## config.mk

```make
export PLATFORM = sky130hd
export DESIGN_NAME = amute_ctrl
export DESIGN_NICKNAME = d
export VERILOG_FILES = /design/src/rtl/amute_pkg.sv /design/src/rtl/amute_window.sv /design/src/rtl/amute_errcnt.sv /design/src/rtl/amute_hyst.sv /design/src/rtl/amute_ctrl.sv
export SDC_FILE = /design/constraint.sdc
export NUM_CORES = 1
export LEC_CHECK = 0
export CAP_MARGIN = 20
export CORE_MARGIN = 1.5
export CORE_UTILIZATION = 59
export CTS_BUF_LIST = sky130_fd_sc_hd__clkbuf_8
export DETAILED_ROUTE_END_ITERATION = 16
export DONT_BUFFER_PORTS = 1
export GPL_TIMING_DRIVEN = 0
export HOLD_SLACK_MARGIN = 0.08
export PLACE_DENSITY = 0.75
export SYNTH_ARGS = -nofsm -noshare
export SYNTH_HDL_FRONTEND = slang
export SYNTH_HIERARCHICAL = 1
export SYNTH_SLANG_ARGS = --single-unit
```

## constraint.sdc

```tcl
create_clock -name clk -period 2.6 [get_ports clk]
set_clock_uncertainty 0.1 [all_clocks]
set_input_delay 0.65 -clock clk [delete_from_list [all_inputs] [get_ports clk]]
set_output_delay 0.65 -clock clk [all_outputs]
set_load 0.005 [all_outputs]
```

## src/rtl/amute_pkg.sv

```systemverilog
package amute_pkg;

  // Software defaults for the limit registers
  localparam int unsigned DEF_UPPER = 32'h50;
  localparam int unsigned DEF_LOWER = 32'h14;

  typedef struct packed {
    logic mute_digital;
    logic select_fm;
  } amute_out_t;

  // Combine every mute source into the two output flags
  function automatic amute_out_t mix_outputs(
    input logic auto_state,
    input logic req,
    input logic def_fm,
    input logic c4_use,
    input logic c4_val
  );
    amute_out_t o;
    o.mute_digital = auto_state | req;
    o.select_fm    = auto_state | (req & def_fm) | (c4_use & ~c4_val);
    return o;
  endfunction

endpackage

```

## src/rtl/amute_window.sv

```systemverilog
module amute_window #(
  parameter int unsigned WIN_TICKS = 128
) (
  input  logic clk,
  input  logic rst_n,
  input  logic tick_en,
  output logic win_end
);
  localparam int unsigned TW = $clog2(WIN_TICKS + 1);
  localparam logic [TW-1:0] LAST = TW'(WIN_TICKS - 1);

  logic [TW-1:0] tpos;

  assign win_end = tick_en && (tpos == LAST);

  always_ff @(posedge clk or negedge rst_n) begin
    if (!rst_n) begin
      tpos <= '0;
    end else if (tick_en) begin
      tpos <= win_end ? '0 : tpos + 1'b1;
    end
  end
endmodule

```

## src/rtl/amute_errcnt.sv

```systemverilog
module amute_errcnt #(
  parameter int unsigned ERR_W = 8
) (
  input  logic             clk,
  input  logic             rst_n,
  input  logic             err_pulse,
  input  logic             win_end,
  output logic [ERR_W-1:0] total
);
  localparam logic [ERR_W-1:0] TOP = '1;

  function automatic logic [ERR_W-1:0] sat_inc(input logic [ERR_W-1:0] v);
    return (v == TOP) ? TOP : v + 1'b1;
  endfunction

  always_ff @(posedge clk or negedge rst_n) begin
    if (!rst_n) begin
      total <= '0;
    end else if (win_end) begin
      total <= {{(ERR_W-1){1'b0}}, err_pulse};
    end else if (err_pulse) begin
      total <= sat_inc(total);
    end
  end
endmodule

```

## src/rtl/amute_hyst.sv

```systemverilog
module amute_hyst #(
  parameter int unsigned ERR_W = 8
) (
  input  logic             clk,
  input  logic             rst_n,
  input  logic             win_end,
  input  logic [ERR_W-1:0] total,
  input  logic [ERR_W-1:0] upper,
  input  logic [ERR_W-1:0] lower,
  input  logic             auto_off,
  output logic             state,
  output logic             engage_ev,
  output logic             release_ev
);
  logic over_hi, under_lo;

  assign over_hi    = total >= upper;
  assign under_lo   = (total <= lower) && !over_hi;
  assign engage_ev  = win_end && !auto_off && over_hi && !state;
  assign release_ev = win_end && !auto_off && under_lo && state;

  always_ff @(posedge clk or negedge rst_n) begin
    if (!rst_n) begin
      state <= 1'b0;
    end else if (auto_off) begin
      state <= 1'b0;
    end else if (engage_ev) begin
      state <= 1'b1;
    end else if (release_ev) begin
      state <= 1'b0;
    end
  end
endmodule

```

## src/rtl/amute_ctrl.sv

```systemverilog
module amute_ctrl #(
  parameter int unsigned TICK_HZ   = 1000,
  parameter int unsigned WINDOW_MS = 128,
  parameter int unsigned ERR_W     = 8
) (
  input  logic             clk,
  input  logic             rst_n,
  input  logic             tick_en,
  input  logic             err_pulse,
  input  logic [ERR_W-1:0] lim_upper,
  input  logic [ERR_W-1:0] lim_lower,
  input  logic             auto_off,
  input  logic             ext_mute_n,
  input  logic             reg_mute_n,
  input  logic             mute_def,
  input  logic             c4_follow,
  input  logic             c4_bit,
  output logic             mute_digital,
  output logic             select_fm,
  output logic             auto_muted,
  output logic             mute_pin_pull
);
  import amute_pkg::*;

  localparam int unsigned WIN_RAW   = (TICK_HZ * WINDOW_MS) / 1000;
  localparam int unsigned WIN_TICKS = (WIN_RAW == 0) ? 1 : WIN_RAW;

  logic             win_end;
  logic [ERR_W-1:0] err_cnt;
  logic             engage_ev, release_ev;
  logic             ext_req;
  amute_out_t       mix_nxt, mix_q;

  amute_window #(.WIN_TICKS(WIN_TICKS)) u_window (
    .clk(clk), .rst_n(rst_n), .tick_en(tick_en), .win_end(win_end)
  );

  amute_errcnt #(.ERR_W(ERR_W)) u_errcnt (
    .clk(clk), .rst_n(rst_n), .err_pulse(err_pulse),
    .win_end(win_end), .total(err_cnt)
  );

  amute_hyst #(.ERR_W(ERR_W)) u_hyst (
    .clk(clk), .rst_n(rst_n), .win_end(win_end), .total(err_cnt),
    .upper(lim_upper), .lower(lim_lower), .auto_off(auto_off),
    .state(auto_muted), .engage_ev(engage_ev), .release_ev(release_ev)
  );

  assign ext_req = ~ext_mute_n | ~reg_mute_n;

  always_comb begin
    mix_nxt = mix_outputs(auto_muted, ext_req, mute_def, c4_follow, c4_bit);
  end

  always_ff @(posedge clk or negedge rst_n) begin
    if (!rst_n) begin
      mix_q <= '0;
    end else begin
      mix_q <= mix_nxt;
    end
  end

  assign mute_digital  = mix_q.mute_digital;
  assign select_fm     = mix_q.select_fm;
  assign mute_pin_pull = ~reg_mute_n;
endmodule

```

* Word-level counts from Yosys, hierarchy flattened
Index checks and enable logic that the tools add are counted.
** Storage, ports and cells
- Register bits :: 19
- Bits in latches :: 0
- Memory bits (writable) :: 0
- Bits in read-only memories :: 0
- Input port bits :: 26
- Output and inout port bits :: 4
- Logic and storage cells :: 39
- Memories kept :: 0
** Cells by class
- Add/subtract/negate cells :: 2
- Multipliers :: 0
- Divide/modulo/power cells :: 0
- Order comparisons :: 2
- Equal/unequal tests :: 2
- Shift-type cells :: 0
- Muxes and demuxes :: 7
- Bitwise logic cells :: 9
- Reductions and logical operators :: 12
** Operators with widths (number)
- $mux W8 :: 4
- $add A8 B1 Y8 const B :: 2
- $eq A8 B7 Y1 const B :: 1
- $eq A8 B8 Y1 const B :: 1
- $ge A8 B8 Y1 :: 1
- $le A8 B8 Y1 :: 1
- $logic_and A1 B1 Y1 :: 7
- $or A1 B1 Y1 :: 4
- $logic_not A1 Y1 :: 3
- $mux W1 :: 3
- $not A1 Y1 :: 3
- $reduce_bool A3 Y1 :: 1
- $and A1 B1 Y1 :: 2
- $reduce_bool A2 Y1 :: 1

* Logic depth before layout (Yosys ltp)
Gate-level depths: netlist of the first run.
- Depth after elaboration :: 8
- Mapped depth :: 7
- Depth with buffers taken out :: 7

* Cells and area by module
The synthesis of the first run kept the hierarchy.
** By module, submodules not included
- amute_hyst :: times used 1, cells each 65, area an instance 516.7 µm², sequential area each 25.0 µm²
- amute_errcnt :: times used 1, cells each 41, area an instance 450.4 µm², sequential area each 200.2 µm²
- amute_window :: times used 1, cells each 32, area an instance 372.9 µm², sequential area each 200.2 µm²
- amute_ctrl :: times used 1, cells each 7, area an instance 77.6 µm², sequential area each 50.0 µm²

* Worst setup path after synthesis of the first run
No wires, ideal clock.
- Path type :: input to register
- Start point :: input port lim_upper[0]
- End point :: register u_hyst.state
- Setup time :: 135 ps
- Arrival :: 1889 ps
- Required time :: 2365 ps
- Path slack :: 476 ps
- Stages on the path :: 6
- Path buffers :: 0
- Cells stage by stage :: ha_1 nand2b_4 a2111oi_4 nor3_2 o41ai_2 o21ai_1
** On the way
- Cells in the longest elaborated chain, start to end :: 6
- Elaborated cells between the ends (all ways) :: 10
- Those cells by class :: order compare (1); mux (2); reduce/logical (7)
** RTL lines
- from (decl) :: line amute_ctrl.sv:10 : input logic [ERR_W-1:0] lim_upper,
- $ge A8 B8 Y1 * :: line amute_hyst.sv:17 : assign over_hi = total >= upper;
- $logic_not A1 Y1 :: line amute_hyst.sv:18 : assign under_lo = (total <= lower) && !over_hi;
- $logic_and A1 B1 Y1 :: line amute_hyst.sv:18
- $logic_and A1 B1 Y1 (2 in a row) :: line amute_hyst.sv:20 : assign release_ev = win_end && !auto_off && under_lo && state;
- $reduce_bool A3 Y1 (no line)
- to (signal assigned) :: line amute_hyst.sv:24 : state <= 1'b0;
- to (signal assigned) :: line amute_hyst.sv:26 : state <= 1'b0;
- to (signal assigned) :: line amute_hyst.sv:28 : state <= 1'b1;
- to (decl) :: line amute_hyst.sv:11 : output logic state,
Every way passes the cells marked *; elsewhere a longest branch is shown, timed or not.
A chain may end at the register's enable or synchronous reset.

* Final worst setup path of the first run
- Start point :: register u_window.tpos[0]
- End point :: register u_hyst.state
** On the way
- Cells in the longest elaborated chain, start to end :: 7
- Elaborated cells between the ends (all ways) :: 10
- Those cells by class :: eq/ne (1); mux (2); reduce/logical (7)
** RTL lines
- from (decl) :: line amute_window.sv:12 : logic [TW-1:0] tpos;
- from (signal assigned) :: line amute_window.sv:20 : tpos <= win_end ? '0 : tpos + 1'b1;
- $eq A8 B7 Y1 * :: line amute_window.sv:14 : assign win_end = tick_en && (tpos == LAST);
- $logic_and A1 B1 Y1 * :: line amute_window.sv:14
- net win_end :: line amute_ctrl.sv:28 : logic win_end;
- $logic_and A1 B1 Y1 * :: line amute_hyst.sv:19, amute_hyst.sv:20
- $logic_and A1 B1 Y1 (2 in a row) :: line amute_hyst.sv:19 : assign engage_ev = win_end && !auto_off && over_hi && !state;
- $mux W1 :: line amute_hyst.sv:27 : end else if (engage_ev) begin
- $mux W1 :: line amute_hyst.sv:25 : end else if (auto_off) begin
The timed path passes the listed nets; every way through them passes the cells marked *.

==> metrics.yaml, run 1 <==
status:
  status: "complete, no violations"
layout:
  instances_no_fill: 174
  fin_nets: 191
  final_common_cell: "inv_1"
  antenna_cells: 0
  layout_common_cells: "23 x inv_1, 19 x dfrtp_1, 18 x ha_1"
  area_delta_synth_final_pct: 6.595
  layout-drive-gt1-share_pct: 11.64
detailed_routing:
  vias_per_cell: 5.966
  drtIter0Drc: 8
  drc_errors: 0
  wire_per_inst_um: 14.26
  drt_wl_total_um: 2482
  firstDrtPassIters: 4
  vias: 1038
  antenna_left: 0
synth:
  synth_nets: 185
  syn-cell-area_um2: 1385
  syn_avg_cell_area_um2: 9.823
  synthCells: 141
  synth-warning-count: 6
clock_tree:
  clk_latency_ns: 0.25
  post-cts-setup-buffers: 0
  numCtsBuffers: 3
  ctsResizeCount: 0
  cts_hold_buf: 1
  cts_tree: "yes"
  clock-sinks: 19
  clk_pin_slew_worst_paths_ns: 0.07
  htree_levels: 1
  cts-root-buf: "clkbuf_8"
  clockBufferDepth: 2
placed_design:
  gp_congestion: 0.7600
  port_buffers: 0
  place_inst: 169
  hpwlAfterDp_um: 1943
  place_worst_setup_slack_ns: 0.2463
worst_setup_path:
  critical_path_required_ns: 2.63
  worst-path-max-fanout: 11
  crit_type: "reg2reg"
  crit_arrival_ns: 2.34
  critPathCaptureType: "flop"
  r2r_cells: 6
  critPathLaunchType: "flop"
pwr:
  power.internal_uw: 740.0
  combPwrFrac_pct: 38.2
  pwr-share-seq_pct: 45.7
  p_per_area_nw_per_um2: 832.4
  leakagePower_nw: 0.7156
  p_clk_share_pct: 16.1
  p_total_mw: 1.229
  peakVddDrop_uv: 438.3
  p_switching_uw: 489.0
  p_sw_share_pct: 39.78
timing:
  setup_viol: 0
  timing.final.crit_share_pct: 89.07
  fin_ws_ns: 0.2842
  fin_crit_ns: 2.316
  worst_pin_slew_ns: 0.8226
  setup_tns_ns: 0
  timing.fmax_ghz: 0.4318
  slew_headroom_pct: 44.98
  drv_slew: 0
  rsz0062_at_grt: "false"
  hold_viol: 0
floorplan:
  die_h_um: 51.45
  io-pin-count: 30
  die_area_um2: 2647
  initial_utilization_pct: 62.61
  core_area_um2: 2212
  die_w_um: 51.45
  rows: 17
global_route:
  grt_pass1_wl_um: 4305
  gr-usage-all-layers_pct: 21.35
  grt_pass1_vias: 1024
  antenna_found_initial: 0
  grt_max_degree: 20
  grt_overflow: 0
hold_path:
  hold_path_depth: 1
  hold_path_class: "reg2reg"
job:
  maxCapViolCount: 0
cell type report:
class | count | area [um2]
timing repair buffer | 1 | 10.01
inverter | 23 | 86.33
tap | 28 | 35.03
fill | 196 | 735.7
clock inverter | 1 | 5.005
clock buffer | 3 | 41.29
sequential | 19 | 475.5
buffer | 2 | 18.77
multi-input combinational | 97 | 804.5
path summary, 6_finish.rpt:
kind,start,end,slack (ns)
setup / recovery,u_window/tpos[0],u_hyst/state,0.28
hold / removal,u_window/tpos[6],u_window/tpos[6],0.38
setup reg to reg,u_window/tpos[0],u_hyst/state,0.28
hold reg to reg,u_window/tpos[6],u_window/tpos[6],0.38
max in group asynchronous,rst_n,u_window/tpos[0],1.05
min in group asynchronous,rst_n,u_window/tpos[7],0.84
worst max-delay path, stage by stage, from the launching register on:
cell,delay (ns)
dfrtp_1,0.41
ha_1,0.21
and3_1,0.20
nor3b_2,0.67
inv_1,0.13
o311ai_0,0.37
o21ai_1,0.10
power by group through the flow:
stage               logic [mW]  registers (mW)  clock network (mW)
floorplan                0.390           0.519                   0
global placement         0.427           0.560                   0
detailed placement       0.463           0.567                   0
CTS                      0.471           0.562               0.203
global route             0.547           0.586               0.210
finish                   0.469           0.562               0.198
sequential cells by signal, indices dropped and copies added (netlist names):
signal,flops
u_window/tpos,8
select_fm,1
u_hyst/state,1
mute_digital,1
u_errcnt/total,8
stage by stage:
stage	util [%]	cell area, um2	hold WS [ns]
2_1_floorplan	-	1385	0.2544
5_1_grt	66.74	1476	0.4110
4_1_cts	66.74	1476	0.3848
3_5_place_dp	64.20	1420	0.2549
6_report	66.74	1476	0.3809
3_3_place_gp	64.20	1420	0.2548
metal layers:
layer / up-vias / routed length, um / global-route usage, %
li1: 518 / - / -
met1: 500 / 1139 / 26.49
met2: 20 / 1292 / 38.68
met3: 0 / 51 / 1.170
met4: 0 / 0 / 7.895
met5: - / 0 / 0
Note: power is estimated with default switching activity, not from simulation.
==> run 2: changes to the inputs <==
--- a/config.mk
+++ b/config.mk
@@ -11,6 +11,7 @@
 export CTS_BUF_LIST = sky130_fd_sc_hd__clkbuf_8
 export DETAILED_ROUTE_END_ITERATION = 16
 export DONT_BUFFER_PORTS = 1
+export GPL_ROUTABILITY_DRIVEN = 1
 export GPL_TIMING_DRIVEN = 0
 export HOLD_SLACK_MARGIN = 0.08
 export PLACE_DENSITY = 0.75
==> results of run 2 <==
Final layout, timing and power as in run 1 (identical DEF).
